<file path="config.mk">
export PLATFORM = sky130hd
export DESIGN_NAME = wav53_pair
export DESIGN_NICKNAME = d
export VERILOG_FILES = /design/src/rtl/wav53_pkg.sv /design/src/rtl/wav53_rate.sv /design/src/rtl/wav53_tapline.sv /design/src/rtl/wav53_lowpass.sv /design/src/rtl/wav53_highpass.sv /design/src/rtl/wav53_pair.sv
export SDC_FILE = /design/constraint.sdc
export NUM_CORES = 1
export LEC_CHECK = 0
export BUFFER_PORTS_ARGS = -buffer_cell sky130_fd_sc_hd__buf_2
export CAP_MARGIN = 15
export CELL_PAD_IN_SITES_DETAIL_PLACEMENT = 1
export CELL_PAD_IN_SITES_GLOBAL_PLACEMENT = 1
export CORE_UTILIZATION = 35
export DETAILED_ROUTE_END_ITERATION = 10
export PLACE_DENSITY = 0.7
export SLEW_MARGIN = 20
export SYNTH_ARGS = -nofsm -noshare
export SYNTH_HDL_FRONTEND = slang
export SYNTH_SLANG_ARGS = --single-unit
</file>
<file path="constraint.sdc">
create_clock -name clk -period 9.37 [get_ports clk]
set_input_delay 0.4685 -clock clk [delete_from_list [all_inputs] [get_ports clk]]
set_output_delay 0.4685 -clock clk [all_outputs]
set_load 0.02 [all_outputs]
</file>
<file path="src/rtl/wav53_pkg.sv">
package wav53_pkg;
  localparam int TAP_COUNT   = 5;
  localparam int FILL_NEEDED = 5;
  localparam int LO_SHIFT    = 3;
  localparam int HI_SHIFT    = 2;
  localparam int GUARD_BITS  = 5;
endpackage

</file>
<file path="src/rtl/wav53_rate.sv">
module wav53_rate (
  input  logic clk,
  input  logic rst,
  output logic phase
);
  always_ff @(posedge clk) begin
    if (rst) phase <= 1'b0;
    else     phase <= ~phase;
  end
endmodule

</file>
<file path="src/rtl/wav53_tapline.sv">
module wav53_tapline #(
  parameter int PIX_W = 8,
  parameter int TAPS  = 5
) (
  input  logic                    clk,
  input  logic                    rst,
  input  logic                    shift,
  input  logic [PIX_W-1:0]        din,
  output logic [TAPS*PIX_W-1:0]   taps
);
  logic [PIX_W-1:0] stage [TAPS];

  for (genvar g = 0; g < TAPS; g++) begin : g_stage
    if (g == 0) begin : g_head
      always_ff @(posedge clk) begin
        if (rst)        stage[0] <= '0;
        else if (shift) stage[0] <= din;
      end
    end else begin : g_body
      always_ff @(posedge clk) begin
        if (rst)        stage[g] <= '0;
        else if (shift) stage[g] <= stage[g-1];
      end
    end
    assign taps[g*PIX_W +: PIX_W] = stage[g];
  end
endmodule

</file>
<file path="src/rtl/wav53_lowpass.sv">
module wav53_lowpass
  import wav53_pkg::*;
#(
  parameter int PIX_W = 8,
  parameter int SUM_W = 13,
  parameter int OUT_W = 10
) (
  input  logic [PIX_W-1:0]        x0,
  input  logic [PIX_W-1:0]        x1,
  input  logic [PIX_W-1:0]        x2,
  input  logic [PIX_W-1:0]        x3,
  input  logic [PIX_W-1:0]        x4,
  output logic signed [OUT_W-1:0] y
);
  localparam int PAD = SUM_W - PIX_W;

  logic signed [SUM_W-1:0] e0, e1, e2, e3, e4, acc;

  assign e0 = $signed({{PAD{1'b0}}, x0});
  assign e1 = $signed({{PAD{1'b0}}, x1});
  assign e2 = $signed({{PAD{1'b0}}, x2});
  assign e3 = $signed({{PAD{1'b0}}, x3});
  assign e4 = $signed({{PAD{1'b0}}, x4});

  // centre tap weight 6 = 4 + 2, side taps weight 2, outer taps weight -1
  always_comb begin
    acc = (e2 <<< 2) + (e2 <<< 1) + (e1 <<< 1) + (e3 <<< 1) - e0 - e4;
  end

  assign y = OUT_W'(acc >>> LO_SHIFT);
endmodule

</file>
<file path="src/rtl/wav53_highpass.sv">
module wav53_highpass
  import wav53_pkg::*;
#(
  parameter int PIX_W = 8,
  parameter int SUM_W = 13,
  parameter int OUT_W = 10
) (
  input  logic [PIX_W-1:0]        x1,
  input  logic [PIX_W-1:0]        x2,
  input  logic [PIX_W-1:0]        x3,
  output logic signed [OUT_W-1:0] y
);
  localparam int PAD = SUM_W - PIX_W;

  logic signed [SUM_W-1:0] e1, e2, e3, acc;

  assign e1 = $signed({{PAD{1'b0}}, x1});
  assign e2 = $signed({{PAD{1'b0}}, x2});
  assign e3 = $signed({{PAD{1'b0}}, x3});

  always_comb begin
    acc = (e2 <<< 1) - e1 - e3;
  end

  assign y = OUT_W'(acc >>> HI_SHIFT);
endmodule

</file>
<file path="src/rtl/wav53_pair.sv">
module wav53_pair
  import wav53_pkg::*;
#(
  parameter int PIX_W = 8
) (
  input  logic                    clk,
  input  logic                    rst,
  input  logic [PIX_W-1:0]        pix_in,
  input  logic                    pix_vld,
  output logic signed [PIX_W+1:0] lo_out,
  output logic signed [PIX_W+1:0] hi_out,
  output logic                    out_vld,
  output logic                    half_en
);
  localparam int SUM_W = PIX_W + GUARD_BITS;
  localparam int OUT_W = PIX_W + 2;
  localparam int CNT_W = $clog2(FILL_NEEDED + 1);
  localparam logic [CNT_W-1:0] FILL_TOP = CNT_W'(FILL_NEEDED);

  logic                       phase;
  logic                       take;
  logic [TAP_COUNT*PIX_W-1:0] taps;
  logic [PIX_W-1:0]           s0, s1, s2, s3, s4;
  logic signed [OUT_W-1:0]    lo_c, hi_c;
  logic [CNT_W-1:0]           fill_cnt;

  wav53_rate u_rate (
    .clk   (clk),
    .rst   (rst),
    .phase (phase)
  );

  assign take    = phase & pix_vld;
  assign half_en = phase;

  wav53_tapline #(.PIX_W(PIX_W), .TAPS(TAP_COUNT)) u_taps (
    .clk   (clk),
    .rst   (rst),
    .shift (take),
    .din   (pix_in),
    .taps  (taps)
  );

  assign s0 = taps[0*PIX_W +: PIX_W];
  assign s1 = taps[1*PIX_W +: PIX_W];
  assign s2 = taps[2*PIX_W +: PIX_W];
  assign s3 = taps[3*PIX_W +: PIX_W];
  assign s4 = taps[4*PIX_W +: PIX_W];

  wav53_lowpass #(.PIX_W(PIX_W), .SUM_W(SUM_W), .OUT_W(OUT_W)) u_lo (
    .x0 (s0),
    .x1 (s1),
    .x2 (s2),
    .x3 (s3),
    .x4 (s4),
    .y  (lo_c)
  );

  wav53_highpass #(.PIX_W(PIX_W), .SUM_W(SUM_W), .OUT_W(OUT_W)) u_hi (
    .x1 (s1),
    .x2 (s2),
    .x3 (s3),
    .y  (hi_c)
  );

  // saturating count of accepted samples since reset
  always_ff @(posedge clk) begin
    if (rst)                             fill_cnt <= '0;
    else if (take && fill_cnt != FILL_TOP) fill_cnt <= fill_cnt + 1'b1;
  end

  always_ff @(posedge clk) begin
    if (rst) begin
      lo_out  <= '0;
      hi_out  <= '0;
      out_vld <= 1'b0;
    end else begin
      lo_out  <= lo_c;
      hi_out  <= hi_c;
      out_vld <= (fill_cnt == FILL_TOP);
    end
  end
endmodule

</file>
# After elaboration in Yosys (flattened, before gate mapping)
# Memory sizes are Yosys's and may differ from the RTL's.
# Cells that the tools add are included.
# classes
shift,0
div_mod_pow,0
n_eq_ne,2
n_reduce_logical,1
n_addsub,8
muxes,10
multipliers,0
n_lt_le_gt_ge,0
bitwise,7
# op_table
op,n
$mux 8,5
$add 13x10->13,2
$sub 13x9->13,2
$add 10x9->11,1
$sub 10x9->11,1
$sub 9x8->10,1
$mux 1,5
$or 1x1->1,5
$add 3x1->3 const B,1
$eq 3x3->1 const B,1
$ne 3x3->1 const B,1
$and 1x1->1,1
$logic_and 1x1->1,1
$not 1->1,1
# totals
memories,1
latch_bits,0
word_cells,34
input_bits,11
mem_bits_rw,40
rom_bits,0
register_bits,25
out_inout_bits,22
# memory_table
memory,words,word_bits,read_ports,rd_ports_with_merged_regs,wr,line_no,rtl
u_taps.stage,5,8,5,0,5,wav53_tapline.sv:11,logic [PIX_W-1:0] stage [TAPS];

# Logic depth before layout (Yosys ltp)
# Gate-level depths: netlist (run 1).
# An unclocked memory read counts as a cell.
# logic_depth
ltp_word,6
depth_mapped,20
ltp_nobuf,20

# Modules after synthesis
# A second synthesis (run 1) with hierarchy kept.
# unflattened
hier_cells,391
hier_area_um2,4356.7
# by_module_without_submodules
mod,cells_per_inst,area_each_um2,instances
wav53_tapline,89,1607.8,1
wav53_lowpass,145,1275.0,1
wav53_pair,63,744.5,1
wav53_highpass,92,705.7,1
wav53_rate,2,23.8,1

# Least setup slack after synthesis (run 1)
# No wires, ideal clock.
# synth_timing
kind,flip-flop to flip-flop
startpoint,memory u_taps.stage[2][1]
endpoint,register lo_out[9]
path_buffers,0
synth_period_minus_slack_ns,4.324
arrival_ns,4.197
t_required_ns,9.242
path_stages_with_launch,21
path_slack_ns,5.046
path_cell_list,edfxtp_1 > ha_1 > inv_1 > fa_1 > nor2b_1 > o21a_1 > nor2_1 > xor2_1 > fa_1 > inv_1 > fa_1 > inv_1 > fa_1 > inv_1 > ha_1 > a21o_1 > a21oi_1 > o2bb2ai_1 > a41oi_1 > xnor2_1 > nor2_1
# synth_rtl
item,line_no,rtl
from (decl),wav53_tapline.sv:11,
to (signal assigned),wav53_pair.sv:78,lo_out <= lo_c;
to (decl),wav53_pair.sv:10,"output logic signed [PIX_W+1:0] lo_out,"

==> PnR_summary.wiki, run 1 <==
{| class="wikitable"
! Metric !! Value
|-
| Netlist Area Pre-Place || about 4200 um2
|-
| Most common library cell in the layout ignoring fill and taps || sky130_fd_sc_hd__inv_1
|-
| Count of buffers added by post-CTS timing repair for setup || 0
|-
| Die height || 111 um
|-
| Area of the core || 11600 um2
|-
| Post-synth EDFFs || 40
|-
| Switch Pwr || 426 uW
|-
| Resized cells post-CTS || 0
|-
| CP arrival || ~4.9 ns
|-
| Leading cell types in the layout, fill and taps excluded || sky130_fd_sc_hd__inv_1 (68), sky130_fd_sc_hd__edfxtp_1 (40), sky130_fd_sc_hd__ha_1 (39)
|-
| Final setup violating endpoints || 0
|-
| Power share of the clock group || between 20 and 30%
|-
| Ys flop type || sky130_fd_sc_hd__edfxtp_1
|-
| Wire length of the first global-routing pass || 14.9 mm
|-
| Internal Power || 760 uW
|-
| Via density per instance || between 4 and 5
|-
| Number of global-route vias before repair || 3120
|-
| Maximum fanout along the worst path || 5
|-
| Static Leak || 2.16 nW
|-
| Setup crit end kind || register
|-
| Antenna Diode Count || 0
|-
| Sum Neg Setup Slack || 0 ns
|-
| Residual overflow from global routing || 0
|-
| Quantity of I/O buffers inserted on ports || 32
|-
| Async SR Flop Fraction || 0%
|-
| Share of the cycle needed by the critical path after routing || approximately half
|-
| CP Class || register to register
|-
| P per Cell Area || approximately 250 nW/um2
|-
| Sequential cell area in the final layout || 1680 um2
|-
| First-pass detailed-route iteration total || 7
|-
| Pins over their slew limit || 0
|-
| Number of vias in the routed layout || 2833
|-
| H-tree levels || 3
|-
| Post-detail-place hpwl || 6.51 mm
|-
| Period minus WS final || between 4 and 5 ns
|-
| Max-cap check violation count || 0
|-
| Total wirelength of the detailed-routed design || 8.75 mm
|-
| Cell type with the largest total area after synthesis || sky130_fd_sc_hd__edfxtp_1
|-
| Worst vdd ir || roughly 0.000092 V
|-
| Clock-pin slew on the worst setup and hold paths || 0.05 ns
|-
| Fraction of final layout cells sized beyond drive strength 1 || 14.5%
|-
| Count of unresolved DRC violations after routing || 3
|-
| TritonCTS Buffers || 9
|-
| Synth Instances || roughly 400
|-
| Filler Cells Inserted || 1272
|-
| Clock Path Buffers || 2
|-
| Clk Tree Root Cell || sky130_fd_sc_hd__clkbuf_16
|-
| Synth unique cells || 50
|-
| Setup repair after global routing missed its margin || false
|-
| Average cell area after synthesis || 10.5 um2
|-
| Post-Syn Nets || 475
|-
| Number of synthesized register bits || 64
|-
| Area growth from synthesis to layout || 13.8%
|-
| Worst-Margin Slew || 0.937 ns
|-
| Avg WL per Cell || 15.0 um
|-
| Worst Clk Skew || 0.00543 ns
|-
| Initial antenna violation count || 0
|-
| Die outline area || 12400 um2
|-
| Number of ports placed on the die boundary || 33
|-
| Sequential element share of the synthesized area || about two fifths
|-
| Post-CTS Hold Buffers || 0
|-
| Pin count of the biggest net entering global routing || 48
|-
| Overall Global Routing Usage || 15.7%
|-
| Violation count after the first detailed-route iteration || 115
|-
| F_max || 0.211 GHz
|-
| Die X-Extent || 111 um
|-
| Synthesis Warnings || 0
|-
| Startpoint types || register
|-
| Clock latency on the worst-skew pair || 0.34 ns
|-
| CP required || between 9 and 10 ns
|-
| Part of the power in registers || a little under a third
|-
| Clock tree from TritonCTS || done
|-
| Violations in the final reports || design-rule violations
|-
| Hold_ws || 0.403 ns
|-
| RD Place Congestion || 0.781
|-
| Proportion of total power due to net switching || 35.9%
|-
| Clock sinks || 64
|-
| Initial Utilization || 36.3%
|-
| Routed Antenna Nets || 0
|-
| Combinational power share || 42.2%
|-
| Area taken by multi-input logic gates || 2190 um2
|-
| Result of the run || finished, violations left
|-
| Hold violation total from the final report || 0
|-
| Total power of the final layout || 1.19 mW
|-
| Number of nets in the layout || just over 500
|-
| Site row count || 39
|-
| Synth area leaders || sky130_fd_sc_hd__edfxtp_1 (29%), sky130_fd_sc_hd__ha_1 (12%), sky130_fd_sc_hd__dfxtp_1 (11%), sky130_fd_sc_hd__fa_1 (11%), sky130_fd_sc_hd__inv_1 (6.1%)
|-
| Worst min path class || primary input to register
|-
| Worst relative slew slack || between 30% and 40%
|-
| Synth top area share || 28.6%
|}
flip-flops by register name (all words and copies together), names as in the netlist:
register      count
fill_cnt          3
out_vld           1
u_rate.phase      1
hi_out            9
u_taps.stage     40
lo_out           10
final timing paths:
| kind | from | slack (ns) | endpoint | cells after the start |
|---|---|---|---|---|
| worst max-delay path | u_taps.stage[2][1] | 4.63 | lo_out[9] | 20 |
| worst min-delay path | pix_in[7] | 0.40 | u_taps.stage[0][7] | 2 |
| worst min register to register | u_rate.phase | 0.46 | u_rate.phase | 1 |
| worst max register to register | u_taps.stage[2][1] | 4.63 | lo_out[9] | 20 |
metal layers:
layer	part of all wire, %	up-vias	global-route usage (%)
li1	-	1403	-
met1	47	1369	19.4
met2	48	41	25.9
met3	2.8	20	3.59
met4	2.5	0	7.48
met5	0	-	0
synthesized netlist by cell type, types with 7 or more instances:
| library cell | instances |
|---|---|
| sky130_fd_sc_hd__nor3_1 | 27 |
| sky130_fd_sc_hd__dfxtp_1 | 24 |
| sky130_fd_sc_hd__inv_1 | 68 |
| sky130_fd_sc_hd__edfxtp_1 | 40 |
| sky130_fd_sc_hd__xor2_1 | 12 |
| sky130_fd_sc_hd__a21o_1 | 7 |
| sky130_fd_sc_hd__a21oi_1 | 17 |
| sky130_fd_sc_hd__fa_1 | 24 |
| sky130_fd_sc_hd__and2_1 | 17 |
| sky130_fd_sc_hd__nor2_1 | 31 |
| sky130_fd_sc_hd__xnor2_1 | 16 |
| sky130_fd_sc_hd__ha_1 | 39 |
| sky130_fd_sc_hd__nand2_1 | 15 |
per-stage QoR:
step / instance area (um2) / cells / setup slack, ns / utilization (%)
final: 4770 / 585 / 4.63 / 41.3
after global routing: 4770 / 585 / 4.37 / 41.3
after CTS: 4770 / 585 / 4.61 / 41.3
after detailed placement: 4490 / 569 / 4.71 / 38.8
after global placement: 4490 / 569 / 4.85 / 38.8
after floorplan: 4190 / 401 / 5.05 / -
layout make-up:
cell class,count,area share (%)
Tap cell,143,3.75
Multi-Input combinational cell,259,46.0
Clock inverter,4,0.944
Sequential cell,64,35.2
Clock buffer,12,4.95
Timing Repair Buffer,35,3.83
Inverter,68,5.35
logic make-up (layout without fill, tap and decap cells):
logic type                 count (synthesis)  in the layout  synth area share, %
and+or+nand+nor                          110            110                 13.3
buffers and inverters                     78            119                 7.58
DFF                                       64             64                 40.1
adders and majority gates                 63             63                 23.1
AOI/OAI and AO/OA                         57             57                 9.79
xor gates and xnor gates                  28             28                 5.85
muxes                                      1              1                0.239
power by group through the flow:
| stage | logic, mW | clock network, mW | registers (mW) |
|---|---|---|---|
| finish | 0.500 | 0.327 | 0.359 |
| global route | 0.565 | 0.347 | 0.364 |
| CTS | 0.510 | 0.335 | 0.359 |
| detailed placement | 0.502 | 0 | 0.365 |
| global placement | 0.485 | 0 | 0.363 |
| floorplan | 0.347 | 0 | 0.401 |
critical path, cell delays in order, from the launching register on:
cell	delay [ns]
sky130_fd_sc_hd__edfxtp_1	0.43
sky130_fd_sc_hd__ha_1	0.20
sky130_fd_sc_hd__inv_1	0.06
sky130_fd_sc_hd__fa_1	0.41
sky130_fd_sc_hd__nor2b_1	0.13
sky130_fd_sc_hd__o21a_1	0.14
sky130_fd_sc_hd__nor2_1	0.05
sky130_fd_sc_hd__xor2_1	0.15
sky130_fd_sc_hd__fa_1	0.49
sky130_fd_sc_hd__inv_1	0.06
sky130_fd_sc_hd__fa_1	0.49
sky130_fd_sc_hd__inv_1	0.05
sky130_fd_sc_hd__fa_1	0.50
sky130_fd_sc_hd__inv_1	0.04
sky130_fd_sc_hd__ha_1	0.35
sky130_fd_sc_hd__a21o_1	0.20
sky130_fd_sc_hd__a21oi_1	0.21
sky130_fd_sc_hd__o2bb2ai_1	0.17
sky130_fd_sc_hd__a41oi_1	0.27
sky130_fd_sc_hd__xnor2_1	0.15
sky130_fd_sc_hd__nor2_1	0.06
Power figures use the tool's default switching activity.
==> run 2, diff against run 1 <==
--- a/config.mk
+++ b/config.mk
@@ -5,13 +5,14 @@
 export SDC_FILE = /design/constraint.sdc
 export NUM_CORES = 1
 export LEC_CHECK = 0
+export ABC_AREA = 1
 export BUFFER_PORTS_ARGS = -buffer_cell sky130_fd_sc_hd__buf_2
 export CAP_MARGIN = 15
 export CELL_PAD_IN_SITES_DETAIL_PLACEMENT = 1
 export CELL_PAD_IN_SITES_GLOBAL_PLACEMENT = 1
 export CORE_UTILIZATION = 35
 export DETAILED_ROUTE_END_ITERATION = 10
-export PLACE_DENSITY = 0.7
+export PLACE_DENSITY = 0.74
 export SLEW_MARGIN = 20
 export SYNTH_ARGS = -nofsm -noshare
 export SYNTH_HDL_FRONTEND = slang
==> constraint.sdc (replaced) <==
create_clock -name clk -period 4.1 [get_ports clk]
set_input_delay 0.205 -clock clk [delete_from_list [all_inputs] [get_ports clk]]
set_output_delay 0.205 -clock clk [all_outputs]
set_load 0.02 [all_outputs]
==> PnR_summary.wiki, run 2 <==
{| class="wikitable"
! Metric !! Value
|-
| Result of the run || finished, violations left
|-
| Violations in the final reports || negative setup slack
|-
| Total instance count after detailed placement || 723
|-
| Quantity of I/O buffers inserted on ports || 32
|-
| Fraction of final layout cells sized beyond drive strength 1 || 23.1%
|-
| Commonest cells in the synthesized netlist || sky130_fd_sc_hd__inv_1 (120), sky130_fd_sc_hd__nand2_1 (77), sky130_fd_sc_hd__nor2_1 (71)
|-
| Proportion of total power due to net switching || approximately two fifths
|-
| Area of the core || 12200 um2
|-
| Count of placed standard cells in the final layout, fillers left out || roughly 750
|-
| Netlist Area Pre-Place || 4440 um2
|-
| Switch Pwr || 1.35 mW
|-
| Area after detailed placement || approximately 5000 um2
|-
| Number of nets in the layout || 646
|-
| Antenna Diode Count || 0
|-
| Post-detail-place hpwl || 7.89 mm
|-
| P per Cell Area || roughly 600 nW/um2
|-
| Initial antenna violation count || 0
|-
| Hold path startpoint || pix_in[2]
|-
| Avg WL per Cell || about 14 um
|-
| Clock sinks || between 60 and 70
|-
| Launching element of the worst setup path || u_taps.stage[2][1]
|-
| Sum Neg Setup Slack || -0.0890 ns
|-
| CP Class || register to register
|-
| Filler Cells Inserted || 1486
|-
| Synth area leaders || sky130_fd_sc_hd__edfxtp_1 (27%), sky130_fd_sc_hd__ha_1 (11%), sky130_fd_sc_hd__dfxtp_1 (11%), sky130_fd_sc_hd__fa_1 (11%), sky130_fd_sc_hd__inv_1 (10%)
|-
| Number of ports placed on the die boundary || 33
|-
| Synth Instances || a little over 500
|-
| Via density per instance || 4.59
|-
| Cell area after layout || 5440 um2
|-
| Wire length of the first global-routing pass || 17.4 mm
|-
| Total wirelength of the detailed-routed design || 10.6 mm
|-
| Die X-Extent || 115 um
|-
| Combinational power share || 53.4%
|-
| TritonCTS Buffers || 9
|-
| Hold violation total from the final report || 0
|-
| Sequential element share of the synthesized area || 37.8%
|-
| Average cell area after synthesis || between 8 and 9 um2
|-
| Worst Clk Skew || approximately 0.0048 ns
|-
| CP required || 4.38 ns
|-
| Period minus WS final || 4.18 ns
|-
| Area growth from synthesis to layout || 22.4%
|-
| Slack of the critical path || -0.0756 ns
|-
| RD Place Congestion || 0.859
|-
| Clock latency on the worst-skew pair || 0.34 ns
|-
| Register with the most flip-flops || u_taps.stage
|-
| Number of vias in the routed layout || between 3000 and 4000
|-
| Setup crit end kind || register
|-
| H-tree levels || 3
|-
| Post-synth EDFFs || 40
|-
| Number of global-route vias before repair || 3710
|-
| Synth top area share || a little over a quarter
|-
| Leading cell types in the layout, fill and taps excluded || sky130_fd_sc_hd__inv_1 (114), sky130_fd_sc_hd__nand2_1 (69), sky130_fd_sc_hd__nor2_1 (67)
|-
| Violation count after the first detailed-route iteration || between 100 and 150
|-
| Cell type with the largest total area after synthesis || sky130_fd_sc_hd__edfxtp_1
|-
| Share of the cycle needed by the critical path after routing || 102%
|-
| Area taken by multi-input logic gates || 2520 um2
|-
| Sequential cell area in the final layout || 1680 um2
|-
| Power share of the clock group || 21.7%
|-
| Max FFs per register || 40
|-
| Clock tree from TritonCTS || done
|-
| Die height || 115 um
|-
| Worst vdd ir || 0.000199 V
|-
| Final setup violating endpoints || 2
|-
| Site row count || 40
|-
| Library cell with the highest instance count after synthesis || sky130_fd_sc_hd__inv_1
|-
| Ys flop type || sky130_fd_sc_hd__edfxtp_1
|-
| First-pass detailed-route iteration total || 4
|-
| R2R Setup Slk || -0.08 ns
|-
| Static Leak || 2.62 nW
|-
| Clock-pin slew on the worst setup and hold paths || 0.05 ns
|-
| Post-Syn Nets || 593
|-
| Part of the power in registers || between 20% and 30%
|-
| Maximum fanout along the worst path || 5
|-
| Synthesis Warnings || 0
|-
| Worst relative slew slack || 64.4%
|-
| CP arrival || between 4 and 5 ns
|-
| Pins over their slew limit || 0
|-
| Initial Utilization || 36.4%
|-
| Launching point of the worst reg2reg path || u_taps.stage[2][1]
|-
| Hold_ws || 0.161 ns
|-
| Most common library cell in the layout ignoring fill and taps || sky130_fd_sc_hd__inv_1
|-
| Setup repair after global routing missed its margin || true
|-
| Max-cap check violation count || 0
|-
| Worst min path class || primary input to register
|-
| Synth unique cells || 30
|-
| Residual overflow from global routing || 0
|-
| Clk Tree Root Cell || sky130_fd_sc_hd__clkbuf_16
|-
| Pin count of the biggest net entering global routing || 41
|-
| Internal Power || 1.92 mW
|-
| Number of synthesized register bits || 64
|-
| Startpoint types || register
|-
| Routed Antenna Nets || 0
|-
| Die outline area || 13100 um2
|-
| Count of unresolved DRC violations after routing || 0
|-
| Overall Global Routing Usage || ~17%
|-
| F_max || 0.239 GHz
|-
| Total power of the final layout || 3.26 mW
|-
| Top flop regs || u_taps.stage (40), lo_out (10), hi_out (9)
|-
| Async SR Flop Fraction || 0%
|-
| Clock Path Buffers || 2
|-
| Worst-Margin Slew || around 0.53 ns
|}
==> run 2: cell count changes after synthesis, sizes merged, moves of 5 or more <==
cell / change
inv: +54
a21o: -10
nand2: +76
xnor2: -10
and2: -16
buf: +6
nand3: +13
clkbuf: -9
a21oi: +21
nor3: -25
nor2: +40
xor2: -6
o21ai: +13
nand2b: -5
==> run 2: power groups by stage <==
stage | Combinational (mW) | Sequential (mW) | Clock [mW]
after floorplan | 0.915 | 0.906 | 0
after global placement | 1.33 | 0.823 | 0
after global routing | 1.92 | 0.821 | 0.757
after CTS | 1.48 | 0.813 | 0.728
after detailed placement | 1.38 | 0.825 | 0
final | 1.74 | 0.812 | 0.708
==> run 2: layout make-up <==
class | count | area share, %
repair buffers | 49 | 5.43
clock buffers | 16 | 5.02
multi-input cells | 326 | 46.3
well taps | 168 | 3.87
flip-flops and latches | 64 | 30.9
inverters | 122 | 8.42
==> run 2: kinds of logic (layout without fill, tap and decap cells) <==
logic type,after synthesis,count (layout),share of synthesized area [%]
buffers and inverters,129,187,11.2
xor gates and xnor gates,12,12,2.37
DFF,64,64,37.8
adders and majority gates,63,63,21.8
and+or+nand+nor,183,183,17.7
AOI/OAI and AO/OA,68,68,9.12
==> run 2: path summary, 6_finish.rpt <==
check,endpoint,cells after the start
hold reg to reg,u_rate.phase,1
setup / recovery,lo_out[8],22
hold / removal,u_taps.stage[0][2],3
setup reg to reg,lo_out[8],22
==> run 2: worst max-delay path: stages (launching register included) <==
cell and delay, ns:
sky130_fd_sc_hd__edfxtp_1 0.37, sky130_fd_sc_hd__buf_6 0.12, sky130_fd_sc_hd__ha_4 0.14, sky130_fd_sc_hd__inv_2 0.04, sky130_fd_sc_hd__fa_2 0.39, sky130_fd_sc_hd__o21ai_4 0.21, sky130_fd_sc_hd__xor2_2 0.10, sky130_fd_sc_hd__fa_1 0.54
sky130_fd_sc_hd__inv_2 0.05, sky130_fd_sc_hd__fa_1 0.51, sky130_fd_sc_hd__inv_2 0.04, sky130_fd_sc_hd__fa_1 0.49, sky130_fd_sc_hd__inv_2 0.05, sky130_fd_sc_hd__ha_4 0.23, sky130_fd_sc_hd__nand2_2 0.10, sky130_fd_sc_hd__inv_1 0.06
sky130_fd_sc_hd__a21oi_2 0.17, sky130_fd_sc_hd__inv_1 0.10, sky130_fd_sc_hd__nand2_2 0.07, sky130_fd_sc_hd__nand3_2 0.10, sky130_fd_sc_hd__nand2_1 0.07, sky130_fd_sc_hd__nand2_1 0.05, sky130_fd_sc_hd__nor2_1 0.11
==> run 2: through the flow <==
step                      worst slack (ns)  utilization (%)
after detailed placement            -0.227             39.8
after global routing                -0.237             44.5
final                              -0.0756             44.5
after floorplan                      0.133                -
after CTS                         0.000970             43.0
after global placement              -0.145             39.8
==> run 2: routing by layer <==
metal / vias up / global-route usage, % / wire, um / part of all wire, %
met5: - / 0 / 0 / 0
met4: 0 / 7.45 / 300 / 2.8
met3: 23 / 4.55 / 286 / 2.7
met2: 47 / 29.7 / 5220 / 49
met1: 1633 / 20.5 / 4810 / 45
li1: 1716 / - / - / -
==> run 2: repair_timing <==
item	CTS	global route
endpoints found under the setup margin	7	8
pin swaps	3	24
resized for setup	17	41
hold buffers	0	0
gates cloned	0	0
buffers inserted	3	3
